==> config.mk <==
export PLATFORM = sky130hd
export DESIGN_NAME = xcode_serial_if
export DESIGN_NICKNAME = d
export VERILOG_FILES = /design/src/rtl/xsi_pkg.sv /design/src/rtl/xsi_sync.sv /design/src/rtl/xsi_shin.sv /design/src/rtl/xsi_shout.sv /design/src/rtl/xcode_serial_if.sv
export SDC_FILE = /design/constraint.sdc
export NUM_CORES = 1
export LEC_CHECK = 0
export ABC_CLOCK_PERIOD_IN_PS = 4700
export CAP_MARGIN = 20
export CELL_PAD_IN_SITES_DETAIL_PLACEMENT = 0
export CELL_PAD_IN_SITES_GLOBAL_PLACEMENT = 1
export CORE_ASPECT_RATIO = 1.1
export CORE_MARGIN = 4
export CORE_UTILIZATION = 50
export CTS_BUF_LIST = sky130_fd_sc_hd__clkbuf_8
export CTS_CLUSTER_SIZE = 20
export DETAILED_ROUTE_END_ITERATION = 16
export DONT_BUFFER_PORTS = 1
export MAX_ROUTING_LAYER = met4
export PLACE_DENSITY = 0.81
export SLEW_MARGIN = 20
export SYNTH_ARGS = -nofsm -noshare
export SYNTH_HDL_FRONTEND = slang
export SYNTH_HIERARCHICAL = 1
export SYNTH_SLANG_ARGS = --single-unit
==> constraint.sdc <==
create_clock -name clk -period 4.7 [get_ports clk]
set_input_delay 0.47 -clock clk [delete_from_list [all_inputs] [get_ports clk]]
set_output_delay 0.47 -clock clk [all_outputs]
set_load 0.02 [all_outputs]
==> src/rtl/xsi_pkg.sv <==
package xsi_pkg;
  typedef enum logic [1:0] {
    RATE_32 = 2'b00,
    RATE_24 = 2'b01,
    RATE_16 = 2'b10,
    RATE_40 = 2'b11
  } rate_e;

  // code length for a rate, relative to the full code width
  function automatic int unsigned code_len(rate_e r, int unsigned full);
    case (r)
      RATE_32: return full - 1;
      RATE_24: return full - 2;
      RATE_16: return full - 3;
      default: return full;
    endcase
  endfunction
endpackage

==> src/rtl/xsi_sync.sv <==
module xsi_sync #(
  parameter int W      = 1,
  parameter int STAGES = 2
) (
  input  logic         clk,
  input  logic         rst,
  input  logic [W-1:0] d,
  output logic [W-1:0] q,
  output logic [W-1:0] rise,
  output logic [W-1:0] fall
);
  logic [W-1:0] pipe [STAGES];
  logic [W-1:0] prev;

  always_ff @(posedge clk) begin
    if (rst) begin
      for (int i = 0; i < STAGES; i++) pipe[i] <= '0;
      prev <= '0;
    end else begin
      pipe[0] <= d;
      for (int i = 1; i < STAGES; i++) pipe[i] <= pipe[i-1];
      prev <= pipe[STAGES-1];
    end
  end

  assign q    = pipe[STAGES-1];
  assign rise = q & ~prev;
  assign fall = ~q & prev;
endmodule

==> src/rtl/xsi_shin.sv <==
module xsi_shin #(
  parameter int W = 8
) (
  input  logic         clk,
  input  logic         rst,
  input  logic         step,
  input  logic         bit_i,
  output logic [W-1:0] word
);
  always_ff @(posedge clk) begin
    if (rst)       word <= '0;
    else if (step) word <= {word[W-2:0], bit_i};
  end
endmodule

==> src/rtl/xsi_shout.sv <==
module xsi_shout #(
  parameter int W     = 8,
  parameter int CNT_W = 4
) (
  input  logic             clk,
  input  logic             rst,
  input  logic             load,
  input  logic [W-1:0]     word,
  input  logic [CNT_W-1:0] len,
  input  logic             step,
  output logic             pin
);
  logic [W-1:0]     sr;
  logic [CNT_W-1:0] cnt;

  always_ff @(posedge clk) begin
    if (rst) begin
      sr  <= '0;
      cnt <= '0;
      pin <= 1'b0;
    end else if (load) begin
      sr  <= word;
      cnt <= len;
      pin <= 1'b0;
    end else if (step) begin
      if (cnt != '0) begin
        pin <= sr[W-1];
        sr  <= {sr[W-2:0], 1'b0};
        cnt <= cnt - 1'b1;
      end else begin
        pin <= 1'b0;
      end
    end
  end
endmodule

==> src/rtl/xcode_serial_if.sv <==
module xcode_serial_if #(
  parameter int          PCM_W       = 8,
  parameter int          CODE_W      = 5,
  parameter int          SYNC_STAGES = 2,
  parameter logic [7:0]  DEC_XOR     = 8'hA5,
  parameter logic [4:0]  ENC_XOR     = 5'h15
) (
  input  logic       clk,
  input  logic       rst,
  input  logic       ce_n,
  input  logic       mode_i,
  input  logic [1:0] rate_i,
  input  logic       a_sclk,
  input  logic       a_sdi,
  output logic       a_sdo,
  input  logic       p_sclk,
  input  logic       p_sdi,
  output logic       p_sdo
);
  import xsi_pkg::*;

  localparam int CNT_W = $clog2(PCM_W + 1);
  localparam int PAD_W = PCM_W - CODE_W;
  localparam int NSIG  = 5;
  localparam int I_CE = 4, I_AC = 3, I_AD = 2, I_PC = 1, I_PD = 0;

  // synchronizers for strobe, both serial clocks and both serial inputs
  logic [NSIG-1:0] s_q, s_rise, s_fall;
  xsi_sync #(.W(NSIG), .STAGES(SYNC_STAGES)) u_sync (
    .clk(clk), .rst(rst),
    .d({ce_n, a_sclk, a_sdi, p_sclk, p_sdi}),
    .q(s_q), .rise(s_rise), .fall(s_fall)
  );

  logic ce_fall, a_rise, a_fall, p_rise, p_fall;
  assign ce_fall = s_fall[I_CE];
  assign a_rise  = s_rise[I_AC];
  assign a_fall  = s_fall[I_AC];
  assign p_rise  = s_rise[I_PC];
  assign p_fall  = s_fall[I_PC];

  // input shift registers, always running on their clocks' falling edges
  logic [CODE_W-1:0] code_sr;
  logic [PCM_W-1:0]  pcm_sr;
  xsi_shin #(.W(CODE_W)) u_code_in (
    .clk(clk), .rst(rst), .step(a_fall), .bit_i(s_q[I_AD]), .word(code_sr));
  xsi_shin #(.W(PCM_W)) u_pcm_in (
    .clk(clk), .rst(rst), .step(p_fall), .bit_i(s_q[I_PD]), .word(pcm_sr));

  // alignment of the received code by the incoming rate
  logic [CNT_W-1:0]  in_len, in_sh;
  logic [CODE_W-1:0] code_aligned;
  always_comb begin
    in_len       = CNT_W'(code_len(rate_e'(rate_i), CODE_W));
    in_sh        = CNT_W'(CODE_W) - in_len;
    code_aligned = code_sr << in_sh;
  end

  // capture stage: control and word taken at the strobe's falling edge
  logic             cap_valid, cap_mode;
  logic [1:0]       cap_rate;
  logic [PCM_W-1:0] cap_word;
  always_ff @(posedge clk) begin
    if (rst) begin
      cap_valid <= 1'b0;
      cap_mode  <= 1'b0;
      cap_rate  <= '0;
      cap_word  <= '0;
    end else if (ce_fall) begin
      cap_valid <= 1'b1;
      cap_mode  <= mode_i;
      cap_rate  <= rate_i;
      cap_word  <= mode_i ? pcm_sr : {code_aligned, {PAD_W{1'b0}}};
    end
  end

  // conversion stub, registered during the frame after capture
  logic [CNT_W-1:0]  cv_len;
  logic [CODE_W-1:0] cv_mask, enc_res;
  logic [PCM_W-1:0]  dec_res;
  always_comb begin
    cv_len  = CNT_W'(code_len(rate_e'(cap_rate), CODE_W));
    cv_mask = ~({CODE_W{1'b1}} >> cv_len);
    enc_res = (cap_word[PCM_W-1 -: CODE_W] ^ ENC_XOR[CODE_W-1:0]) & cv_mask;
    dec_res = cap_word ^ DEC_XOR[PCM_W-1:0];
  end

  logic [CODE_W-1:0] cv_code;
  logic [PCM_W-1:0]  cv_pcm;
  logic [CNT_W-1:0]  cv_a_len, cv_p_len;
  always_ff @(posedge clk) begin
    if (rst) begin
      cv_code  <= '0;
      cv_pcm   <= '0;
      cv_a_len <= '0;
      cv_p_len <= '0;
    end else begin
      cv_code  <= enc_res;
      cv_pcm   <= dec_res;
      cv_a_len <= (cap_valid &&  cap_mode) ? cv_len : '0;
      cv_p_len <= (cap_valid && !cap_mode) ? CNT_W'(PCM_W) : '0;
    end
  end

  // output shifters, loaded at the strobe's falling edge
  xsi_shout #(.W(CODE_W), .CNT_W(CNT_W)) u_code_out (
    .clk(clk), .rst(rst), .load(ce_fall), .word(cv_code), .len(cv_a_len),
    .step(a_rise), .pin(a_sdo));
  xsi_shout #(.W(PCM_W), .CNT_W(CNT_W)) u_pcm_out (
    .clk(clk), .rst(rst), .load(ce_fall), .word(cv_pcm), .len(cv_p_len),
    .step(p_rise), .pin(p_sdo));
endmodule

# After elaboration in Yosys (flattened, before gate mapping)
# Memories as Yosys holds them, arrays and structs flattened.
# Index checks and enable logic that the tools add are counted.
dict set report word_totals {
  out_inout_bits 2
  inputBits 10
  elab_cells 76
  memories 1
  register_bits 74
  ram_bits 10
}
dict set report op_classes {
  shift 2
  addsub 3
  mux 23
  reduce_logical 15
  bitwise 11
  eq_ne 4
}
# name depth width read_ports rd_clocked_by_memory_dff wr line
set mem_list {}
lappend mem_list {u_sync.pipe 2 5 2 0 2 xsi_sync.sv:12} ;# logic [W-1:0] pipe [STAGES];
# cell n
set ops {}
lappend ops {{two-way mux 8 bit} 4}
lappend ops {{two-way mux 4 bit} 7}
lappend ops {{two-way mux 5 bit} 5}
lappend ops {{case mux 3 bit (3 select lines)} 2}
lappend ops {{bitwise AND 5 bit} 2}
lappend ops {{inverter 5 bit} 2}
lappend ops {{inverter 4 bit} 2}
lappend ops {{nonzero test 2 bit} 4}
lappend ops {{nonzero test 4 bit} 2}
lappend ops {{subtractor 4 x 1 -> 4 bit (second input constant)} 2}
lappend ops {{two-way mux 1 bit} 5}
lappend ops {{left shift 5 x 4 -> 5 bit} 1}
lappend ops {{>> shifter 5 x 4 -> 5 bit (first input constant)} 1}
lappend ops {{bitwise AND 4 bit} 1}
lappend ops {{== test 2 x 1 -> 1 bit (second input constant)} 2}
lappend ops {{== test 2 bit (second input constant)} 2}
lappend ops {{zero test 2 bit} 2}
lappend ops {{AND reduction 2 bit} 2}
lappend ops {{OR reduction 2 bit} 2}
lappend ops {{subtractor 3 x 4 -> 4 bit (first input constant)} 1}
lappend ops {{inverter 3 bit} 1}
lappend ops {{logical AND 1 bit} 2}
lappend ops {{OR 1 bit} 2}
lappend ops {{zero test 1 bit} 1}
lappend ops {{inverter 1 bit} 1}

# Logic depth before layout (Yosys ltp)
# Gate-level depths: netlist of run 1.
dict set report logic_depth {
  word_depth 5
  mapped_depth 6
  depth_no_buf 5
}

# Modules after synthesis
# The synthesis of run 1 kept the hierarchy.
# mod area_per_inst_um2 cells_per_inst seq_area_each_um2 n_inst
set by_module_without_submodules {}
lappend by_module_without_submodules {xcode_serial_if 1078.5 109 580.6 1}
lappend by_module_without_submodules {{xsi_shout at u_pcm_out} 683.2 79 260.2 1}
lappend by_module_without_submodules {{xsi_shout at u_code_out} 536.8 63 200.2 1}
lappend by_module_without_submodules {xsi_sync 533.0 46 300.3 1}
lappend by_module_without_submodules {{xsi_shin at u_pcm_in} 285.3 26 160.2 1}
lappend by_module_without_submodules {{xsi_shin at u_code_in} 180.2 16 100.1 1}

# Worst setup path before layout of run 1
# Ideal clock, no wire load.
dict set report synth_timing {
  path_kind {reg2reg}
  startpoint {register u_sync.prev[4], read port of u_sync.pipe}
  endpoint {register u_code_out.cnt[3]}
  required_ns 4.586
  path_stages_with_launch 6
  n_path_buf 1
  path_slack_ns 3.114
  arrival_time_ns 1.471
  synth_period_minus_slack_ns 1.586
  setup_time_ns 0.114
  cell_sequence {dfxtp_1 nor2b_1 buf_2 inv_1 and4_2 a2111oi_0}
}
dict set report synth_via {
  elab_chain_cells 3
  word_cells_on_any_way 5
  classes_between {mux (1); bitwise (1); reduce/logical (3)}
}
# item line
set synth_lines {}
lappend synth_lines {{from (decl)} xsi_sync.sv:13} ;# logic [W-1:0] prev;
lappend synth_lines {{bitwise AND 5 bit (*)} xsi_sync.sv:28} ;# assign fall = ~q & prev;
lappend synth_lines {{via s_fall[4]} xcode_serial_if.sv:28} ;# logic [NSIG-1:0] s_q, s_rise, s_fall;
lappend synth_lines {{nonzero test 2 bit (no source line)} -}
lappend synth_lines {{AND reduction 2 bit (no source line)} -}
lappend synth_lines {{to (signal assigned)} xsi_shout.sv:23} ;# cnt <= len;
lappend synth_lines {{to (signal assigned)} xsi_shout.sv:29} ;# cnt <= cnt - 1'b1;
lappend synth_lines {{to (decl)} xsi_shout.sv:14} ;# logic [CNT_W-1:0] cnt;
# The timed path passes the listed nets; every way through them passes the cells marked *.
# A chain may end at the register's enable or synchronous reset.

==> reports/results.txt, run 1 <==
hold path endpoint = u_sync/pipe[0][2]
met2 Use GR = 0.228
post-placement cell area = 3160 um2
n_diodes = 0
status = finished clean
Buffers on Ports = 0
Clock transition at path regs = 70 ps
Initial DRC Count = 115
clock tree from TritonCTS = built
crit-path max FO = 15
post-CTS resize count = 0
Routed wire per std cell = 13.4 um
R2R Setup Slk = 2700 ps
worst reg2reg path depth = 4
clock buffer count from CTS = 9
Slew HR = 0.343
Area Growth Syn to Fin = 6.24%
unrepaired setup endpoints after global routing = no
P_sw = 0.000268 W
critical path required time = 4910 ps
# IOs = 12
highest clock rate = 501 MHz
worst vdd ir = 0.214 mV
Comb power frac = 0.048
global route overflow = 0
Final Power = 0.00130 W
met3 usage = 0.0395
DRC = 0
Startpoint Class = flop
LEAKAGE = 1.19 nW
Worst setup EP type = flop
Max Buffers Root-to-Sink = 2
antenna viol nets, final = 0
CP max stage cell = nor2b_1
CP Class = reg -> reg
Total Routing Usage GR = 0.156
die width = 84.1 um
Switching Share = 0.207
row count = 30
largest net degree at the start of global routing = 78
Final min period = 2000 ps
hold slack final = 191 ps
GP Congestion = 0.799
die height = 91.7 um
Initial Util = 0.515
Critical R2R Capture = u_pcm_out/sr[2]
Setup Skew = 8.68 ps
CP peak stage delay = 750 ps
PD cells = 383 nW/um2
max_cap viols = 0
HP Start = rst
core outline area = 6190 um2
Sink Count = 78
CP arrival = 2210 ps
Final Hold Viols = 0
# hold bufs at CTS = 0
Hold Path Cell Cnt = 1
Final nets = 335
ratio of cells with drive above 1 in the final layout = 0.111
Clock Tree Root = clkbuf_8
Final setup viols = 0
mapped cell area = 3190 um2
Setup WS post-layout = 2700 ps
dpl ws = 2730 ps
max-slew violations = 0
Slew @ Worst Pin = 984 ps
setup_tns = 0 ps
crit path buf inv count = 1
vias = 2,168
period utilisation layout = 0.425
met1 Resource Use GR = 0.195
Setup Fix Bufs, Post-CTS = 0
critical path's top delay family = simple AND/OR/NAND/NOR gates
busiest grt layer = met2
WL final = 5380 um
Power Internal = 0.00103 W
sequential fraction of design power = 0.530
clk_lat worst skew = 340 ps
post-route cell area = 3390 um2
vias per cell = 5.38
full die area = 7720 um2
Post-Syn Instances = 327
RR Startpoint = u_sync/pipe[0][6]
Mean Syn Cell Area = 9.75 um2
initial antenna violation count = 0
Pre-Repair DR Iteration Count = 6
Worst Hold Class = in -> reg
vias in the first global route = 2,025
synth warn = 6
cells along the critical path = nor2b_1 -> inv_1 -> nor4_1 -> a2111oi_2
H-tree depth = 3
clock power share = 0.422
DP HPWL = 3430 um
first-pass GRT wire length = 9360 um
-- metrics by stage --
step / util / instances
after CTS: 0.547 / 403
after global placement: 0.511 / 388
after floorplan: - / 330
final: 0.547 / 403
after global routing: 0.547 / 403
after detailed placement: 0.511 / 388
-- area by class of cell --
type / instances / area (um2)
Clock inverter: 4 / 71.3
Multi-Input combinational cell: 213 / 1430
Sequential cell: 78 / 1560
Fill cell: 579 / 2810
Inverter: 16 / 60.1
Tap cell: 80 / 100
Clock buffer: 11 / 151
Timing Repair Buffer: 1 / 7.51
-- worst max-delay path by stage --
stage	start	to	slack, ps	cells past startpoint
2_1_floorplan	u_code_out/cnt[1]	u_code_out/cnt[1]	3130	6
3_3_place_gp	u_sync/pipe[0][6]	u_pcm_out/sr[2]	2730	4
3_5_place_dp	u_sync/pipe[0][9]	u_pcm_out/sr[3]	2730	5
4_1_cts	u_sync/pipe[0][6]	u_pcm_out/sr[2]	2700	4
5_1_grt	u_sync/pipe[0][9]	u_pcm_out/sr[3]	2530	5
6_report	u_sync/pipe[0][6]	u_pcm_out/sr[2]	2700	4
-- placed cells by master (no fill, tap or decap), types with 2 or more instances in the layout --
| cell type | instances |
|---|---|
| dfxtp_1 | 78 |
| nor2_1 | 47 |
| mux2i_1 | 17 |
| inv_1 | 16 |
| nor2b_1 | 14 |
| nand3_1 | 14 |
| nand2_1 | 11 |
| a311oi_1 | 11 |
| clkbuf_8 | 11 |
| o21ai_0 | 10 |
| nor3_1 | 8 |
| a21oi_1 | 8 |
| nor2b_2 | 8 |
| ha_1 | 6 |
| nand2b_1 | 4 |
| nor3b_1 | 4 |
| conb_1 | 4 |
| o22ai_1 | 3 |
| o211ai_1 | 3 |
| a21boi_1 | 3 |
| a2111oi_1 | 3 |
| nor3b_2 | 2 |
| o2111a_1 | 2 |
| a2111oi_0 | 2 |
| a211oi_1 | 2 |
| bufinv_16 | 2 |
| or3b_1 | 2 |
| and4b_1 | 2 |
| a21boi_0 | 2 |
| a31oi_1 | 2 |
| a2111oi_2 | 2 |
| and2b_2 | 2 |
-- power by group through the flow --
stage          Combinational [W]  Sequential (W)  Clock (W)
3_3_place_gp           0.0000617        0.000702          0
6_report               0.0000620        0.000687   0.000546
4_1_cts                0.0000621        0.000687   0.000568
2_1_floorplan          0.0000697        0.000699          0
5_1_grt                0.0000702        0.000689   0.000594
3_5_place_dp           0.0000617        0.000702          0
-- per-layer routing --
metal  part of all wire  routed length, um
met5                  0                  0
met4              0.012                 64
met3              0.041                223
met2               0.46               2460
met1               0.49               2630
-- sequential cells by signal (all words and copies together), names as in the netlist, 4 cells and up --
signal,count
cv_pcm,8
u_pcm_out/sr,8
u_pcm_in/word,8
cv_code,5
u_code_out/sr,5
u_code_in/word,5
cap_word,8
u_code_out/cnt,4
u_sync/pipe,10
u_pcm_out/cnt,4
Note: power is estimated with default switching activity, not from simulation.
==> run 2: changes to the inputs <==
--- a/config.mk
+++ b/config.mk
@@ -5,7 +5,7 @@
 export SDC_FILE = /design/constraint.sdc
 export NUM_CORES = 1
 export LEC_CHECK = 0
-export ABC_CLOCK_PERIOD_IN_PS = 4700
+export ABC_CLOCK_PERIOD_IN_PS = 2000
 export CAP_MARGIN = 20
 export CELL_PAD_IN_SITES_DETAIL_PLACEMENT = 0
 export CELL_PAD_IN_SITES_GLOBAL_PLACEMENT = 1
==> constraint.sdc (replaced) <==
create_clock -name clk -period 2 [get_ports clk]
set_input_delay 0.2 -clock clk [delete_from_list [all_inputs] [get_ports clk]]
set_output_delay 0.2 -clock clk [all_outputs]
set_load 0.02 [all_outputs]
==> run 2 against run 1 <==
  * Die area did not move
  * Maximum frequency increased by 12%
  * Setup slack got worse by 2500 ps
  * Wire length is 1.8% higher
  * Final cell count grew 3.5%
  * Worst hold slack lost 170 ps
  * Combinational power grew to 3.1 times the previous value
  * Clock power increased by 110%
  * First-iteration DRC count decreased by 10%
  * Via count rose by 0.69%
  * Critical endpoint is now u_code_out/cnt[1]
  * Highest routed layer is now met3
==> reports/results.txt, run 2 (synthesized netlist as in run 1, its figures left out) <==
Final setup viols = 0 (unchanged)
Setup Fix Bufs, Post-CTS = 0 (unchanged)
Final nets = 348 (was 335)
Slew @ Worst Pin = 616 ps (was 984 ps)
Pre-Repair DR Iteration Count = 4 (was 6)
CP Class = reg -> reg (unchanged)
PD cells = 844 nW/um2 (was 383 nW/um2)
max_cap viols = 0 (unchanged)
register bank with the most flops = u_sync/pipe (unchanged)
Final Hold Viols = 0 (unchanged)
Initial DRC Count = 103 (was 115)
Startpoint Class = flop (unchanged)
largest net degree at the start of global routing = 68 (was 78)
ratio of cells with drive above 1 in the final layout = 0.131 (was 0.111)
die height = 91.7 um (unchanged)
Max Buffers Root-to-Sink = 2 (unchanged)
status = finished clean (unchanged)
Setup Skew = 9.34 ps (was 8.68 ps)
GP Congestion = 0.778 (was 0.799)
DRC = 0 (unchanged)
period utilisation layout = 0.888 (was 0.425)
Total Routing Usage GR = 0.156 (about the same)
CP arrival = 2060 ps (was 2210 ps)
post-CTS resize count = 0 (unchanged)
unrepaired setup endpoints after global routing = no (unchanged)
clock power share = 0.391 (was 0.422)
H-tree depth = 3 (unchanged)
# IOs = 12 (unchanged)
max-slew violations = 0 (unchanged)
Switching Share = 0.230 (was 0.207)
# hold bufs at CTS = 7 (was 0)
Routed wire per std cell = 13.1 um (was 13.4 um)
Clock transition at path regs = 80 ps (was 70 ps)
Area Growth Syn to Fin = 10.1% (was 6.24%)
Layout Cells excl Fill = 417 (was 403)
clock tree from TritonCTS = built (unchanged)
Clock Tree Root = clkbuf_8 (unchanged)
Final min period = 1780 ps (was 2000 ps)
critical path required time = 2280 ps (was 4910 ps)
worst vdd ir = 0.544 mV (was 0.214 mV)
Slew HR = 0.588 (was 0.343)
n_diodes = 0 (unchanged)
Worst setup EP type = flop (unchanged)
most common cell after layout, fill and taps aside = dfxtp_1 (unchanged)
clk_lat worst skew = 340 ps (about the same)
LEAKAGE = 1.25 nW (was 1.19 nW)
Initial Util = 0.515 (unchanged)
vias per cell = 5.24 (was 5.38)
Comb power frac = 0.065 (was 0.048)
initial antenna violation count = 0 (unchanged)
highest clock rate = 563 MHz (was 501 MHz)
core outline area = 6190 um2 (unchanged)
vias = 2,183 (was 2,168)
crit-path max FO = 9 (was 15)
first-pass GRT wire length = 9520 um (was 9360 um)
DP HPWL = 3270 um (was 3430 um)
most frequent cells in the layout = 78 x dfxtp_1, 47 x nor2_1, 17 x mux2i_1 (unchanged)
P_sw = 0.000681 W (was 0.000268 W)
Sink Count = 78 (unchanged)
WL final = 5480 um (was 5380 um)
setup_tns = 0 ps (unchanged)
full die area = 7720 um2 (unchanged)
vias in the first global route = 2,099 (was 2,025)
clock buffer count from CTS = 9 (unchanged)
Worst Hold Class = in -> reg (unchanged)
max FFs per register = 10 (unchanged)
row count = 30 (unchanged)
Buffers on Ports = 0 (unchanged)
die width = 84.1 um (unchanged)
antenna viol nets, final = 0 (unchanged)
Placed Cells = 394 (was 388)
Power Internal = 0.00228 W (was 0.00103 W)
sequential fraction of design power = 0.544 (was 0.530)
global route overflow = 0 (unchanged)
## run 2: path summary, 6_finish.rpt
path / end / cells after the start / from / slack [ps]
max reg2reg: u_code_out/cnt[1] / 5 / u_code_out/cnt[1] / 220
min reg2reg: cv_pcm[0] / 1 / cap_word[0] / 420
max: u_code_out/cnt[1] / 5 / u_code_out/cnt[1] / 220
min: cap_word[1] / 2 / mode_i / 20
## run 2: per-stage QoR
step                hold WS [ps]  utilization  total power [W]  cell area (um2)  setup slack [ps]
finish                      22.2        0.566          0.00296             3510               224
global route                10.2        0.566          0.00310             3510               168
CTS                         1.40        0.566          0.00301             3510               247
detailed placement           273        0.520          0.00180             3220               266
global placement             272        0.520          0.00180             3220               335
floorplan                    269            -          0.00181             3200               431
## run 2: critical path, cell delays in order, from the launching register on
cell and delay (ps):
dfxtp_1 320, inv_1 110, ha_1 200, or3b_1 540, a2111oi_4 390, a311o_1 150
## run 2: layout make-up
cell class	count	area, um2
Timing Repair Buffer	14	153
Inverter	16	60.1
Fill cell	566	2690
Clock buffer	10	138
Multi-Input combinational cell	213	1430
Tap cell	80	100
Clock inverter	6	62.6
Sequential cell	78	1560
## run 2: per-layer routing
layer,track usage,part of all wire,up-vias
li1,-,-,1149
met1,0.189,0.48,1002
met2,0.242,0.48,32
met3,0.0530,0.041,0
met4,0.0563,0,0
met5,-,0,-
## run 2: power by group through the flow
stage,Clock (W),Sequential [W],Combinational (W)
final,0.00116,0.00161,0.000192
after global routing,0.00127,0.00162,0.000213
after CTS,0.00120,0.00161,0.000193
after detailed placement,0,0.00165,0.000155
after global placement,0,0.00165,0.000153
after floorplan,0,0.00164,0.000164
==> run 3: changes to the inputs <==
--- a/config.mk
+++ b/config.mk
@@ -18,8 +18,11 @@
 export DONT_BUFFER_PORTS = 1
 export MAX_ROUTING_LAYER = met4
 export PLACE_DENSITY = 0.81
+export REMOVE_ABC_BUFFERS = 1
+export SKIP_CTS_REPAIR_TIMING = 1
 export SLEW_MARGIN = 20
 export SYNTH_ARGS = -nofsm -noshare
 export SYNTH_HDL_FRONTEND = slang
 export SYNTH_HIERARCHICAL = 1
 export SYNTH_SLANG_ARGS = --single-unit
+export TNS_END_PERCENT = 50
==> run 3 against run 2 <==
  * Cell area shrank 0.75%
  * Worst hold slack lost 7.4 ps
  * Wire length grew 0.73%
  * Final cell count shrank 0.24%
  * Register-to-register slack gained 30 ps
==> reports/results.txt, run 3 (synthesized netlist as in run 1, its figures left out) <==
status = finished clean (unchanged)
FILL cells = 609 (was 566)
Initial Util = 0.515 (unchanged)
critical path required time = 2280 ps (about the same)
clk_lat worst skew = 340 ps (about the same)
most frequent cells in the layout = 78 x dfxtp_1, 47 x nor2_1, 17 x inv_1, 17 x mux2i_1 (was 78 x dfxtp_1, 47 x nor2_1, 17 x mux2i_1)
clock buffer count from CTS = 9 (unchanged)
post-route cell area = 3480 um2 (was 3510 um2)
Worst Hold Class = in -> reg (unchanged)
CP arrival = 2020 ps (was 2060 ps)
Slew @ Worst Pin = 570 ps (was 616 ps)
CP Class = reg -> reg (unchanged)
# IOs = 12 (unchanged)
H-tree depth = 3 (unchanged)
post-placement cell area = 3210 um2 (was 3220 um2)
crit-path max FO = 9 (unchanged)
antenna viol nets, final = 0 (unchanged)
Area Growth Syn to Fin = 9.27% (was 10.1%)
vias = 2,197 (was 2,183)
PD cells = 834 nW/um2 (was 844 nW/um2)
max_cap viols = 0 (unchanged)
Power Internal = 0.00223 W (was 0.00228 W)
Final nets = 347 (was 348)
DRC = 0 (unchanged)
clock power share = 0.379 (was 0.391)
die width = 84.1 um (unchanged)
max-slew violations = 0 (unchanged)
Clock Tree Root = clkbuf_8 (unchanged)
Critical Path End = u_code_out/cnt[1] (unchanged)
initial antenna violation count = 0 (unchanged)
clock tree from TritonCTS = built (unchanged)
Setup Skew = 7.22 ps (was 9.34 ps)
global route overflow = 0 (unchanged)
vias in the first global route = 1,950 (was 2,099)
max FFs per register = 10 (unchanged)
first-pass GRT wire length = 9140 um (was 9520 um)
Routed wire per std cell = 13.3 um (was 13.1 um)
Total Routing Usage GR = 0.151 (was 0.156)
Final min period = 1740 ps (was 1780 ps)
largest net degree at the start of global routing = 78 (was 68)
CP max stage cell = or3b_1 (unchanged)
Final Hold Viols = 0 (unchanged)
Final Power = 0.00290 W (was 0.00296 W)
Startpoint Class = flop (unchanged)
Switching Share = 0.231 (was 0.230)
Initial DRC Count = 121 (was 103)
most common cell after layout, fill and taps aside = dfxtp_1 (unchanged)
RR Startpoint = u_code_out/cnt[1] (unchanged)
worst reg2reg path depth = 5 (unchanged)
ratio of cells with drive above 1 in the final layout = 0.125 (was 0.131)
R2R Setup Slk = 260 ps (was 220 ps)
highest clock rate = 574 MHz (was 563 MHz)
P_sw = 0.000670 W (was 0.000681 W)
WL final = 5520 um (was 5480 um)
worst vdd ir = 0.486 mV (was 0.544 mV)
Pre-Repair DR Iteration Count = 4 (unchanged)
Sink Count = 78 (unchanged)
Slew HR = 0.619 (was 0.588)
LEAKAGE = 1.25 nW (about the same)
Max Buffers Root-to-Sink = 2 (unchanged)
cells along the critical path = inv_1 -> ha_1 -> or3b_1 -> a2111oi_4 -> a311o_1 (unchanged)
Final setup viols = 0 (unchanged)
GP Congestion = 0.814 (was 0.778)
Comb power frac = 0.066 (was 0.065)
vias per cell = 5.28 (was 5.24)
DP HPWL = 3190 um (was 3270 um)
sequential fraction of design power = 0.555 (was 0.544)
worst setup path startpoint = u_code_out/cnt[1] (unchanged)
footprint of the multi-input gates = 1430 um2 (unchanged)
die height = 91.7 um (unchanged)
CP peak stage delay = 530 ps (was 540 ps)
Clock transition at path regs = 70 ps (was 80 ps)
register bank with the most flops = u_sync/pipe (unchanged)
row count = 30 (unchanged)
Worst setup EP type = flop (unchanged)
Final Util = 0.562 (was 0.566)
full die area = 7720 um2 (unchanged)
unrepaired setup endpoints after global routing = no (unchanged)
Buffers on Ports = 0 (unchanged)
Reg area = 1560 um2 (unchanged)
core outline area = 6190 um2 (unchanged)
period utilisation layout = 0.871 (was 0.888)
Critical R2R Capture = u_code_out/cnt[1] (unchanged)
n_diodes = 0 (unchanged)
==> run 3: area by class of cell <==
class	count	area share
Clock buffer	9	0.0356
Clock inverter	7	0.0165
Inverter	16	0.0172
Multi-Input combinational cell	213	0.412
Sequential cell	78	0.448
Tap cell	80	0.0287
Timing Repair Buffer	13	0.0417
==> run 3: metal layers <==
| metal | global-route usage | wire length (um) |
|---|---|---|
| met1 | 0.197 | 2810 |
| met5 | - | 0 |
| met3 | 0.0476 | 206 |
| met4 | 0.0684 | 59 |
| met2 | 0.213 | 2440 |
==> run 3: critical path, delay by kind of cell (launching register included) <==
kind                       cells  cell delay (ps)
AOI/OAI and AO/OA              2              530
adders and majority gates      1              200
buffers and inverters          1              110
DFF                            1              310
and+or+nand+nor                1              530
==> run 3: power by group through the flow <==
stage | Combinational, W | Sequential [W] | Clock (W)
2_1_floorplan | 0.000120 | 0.00164 | 0
3_3_place_gp | 0.000152 | 0.00165 | 0
3_5_place_dp | 0.000153 | 0.00165 | 0
4_1_cts | 0.000155 | 0.00161 | 0.00113
5_1_grt | 0.000212 | 0.00162 | 0.00121
6_report | 0.000192 | 0.00161 | 0.00110
==> run 3: worst min-delay path by stage <==
stage	startpoint	end	slack, ps	cells after the start
after global placement	rst	u_sync/pipe[0][3]	270	1
after detailed placement	rst	u_sync/pipe[0][2]	270	1
final	rate_i[1]	cap_rate[1]	10	2
after CTS	rst	u_sync/pipe[0][2]	-100	1
after floorplan	rst	u_sync/pipe[0][0]	270	1
after global routing	mode_i	cap_word[1]	20	2
==> run 3: metrics by stage <==
step / setup WS (ps) / hold slack [ps] / TNS (ps) / cells
5_1_grt: 91.6 / 22.5 / 0 / 416
3_3_place_gp: 338 / 272 / 0 / 393
4_1_cts: 275 / -98.0 / 0 / 409
3_5_place_dp: 297 / 275 / 0 / 393
2_1_floorplan: -1120 / 266 / -16520 / 307
6_report: 259 / 14.8 / 0 / 416
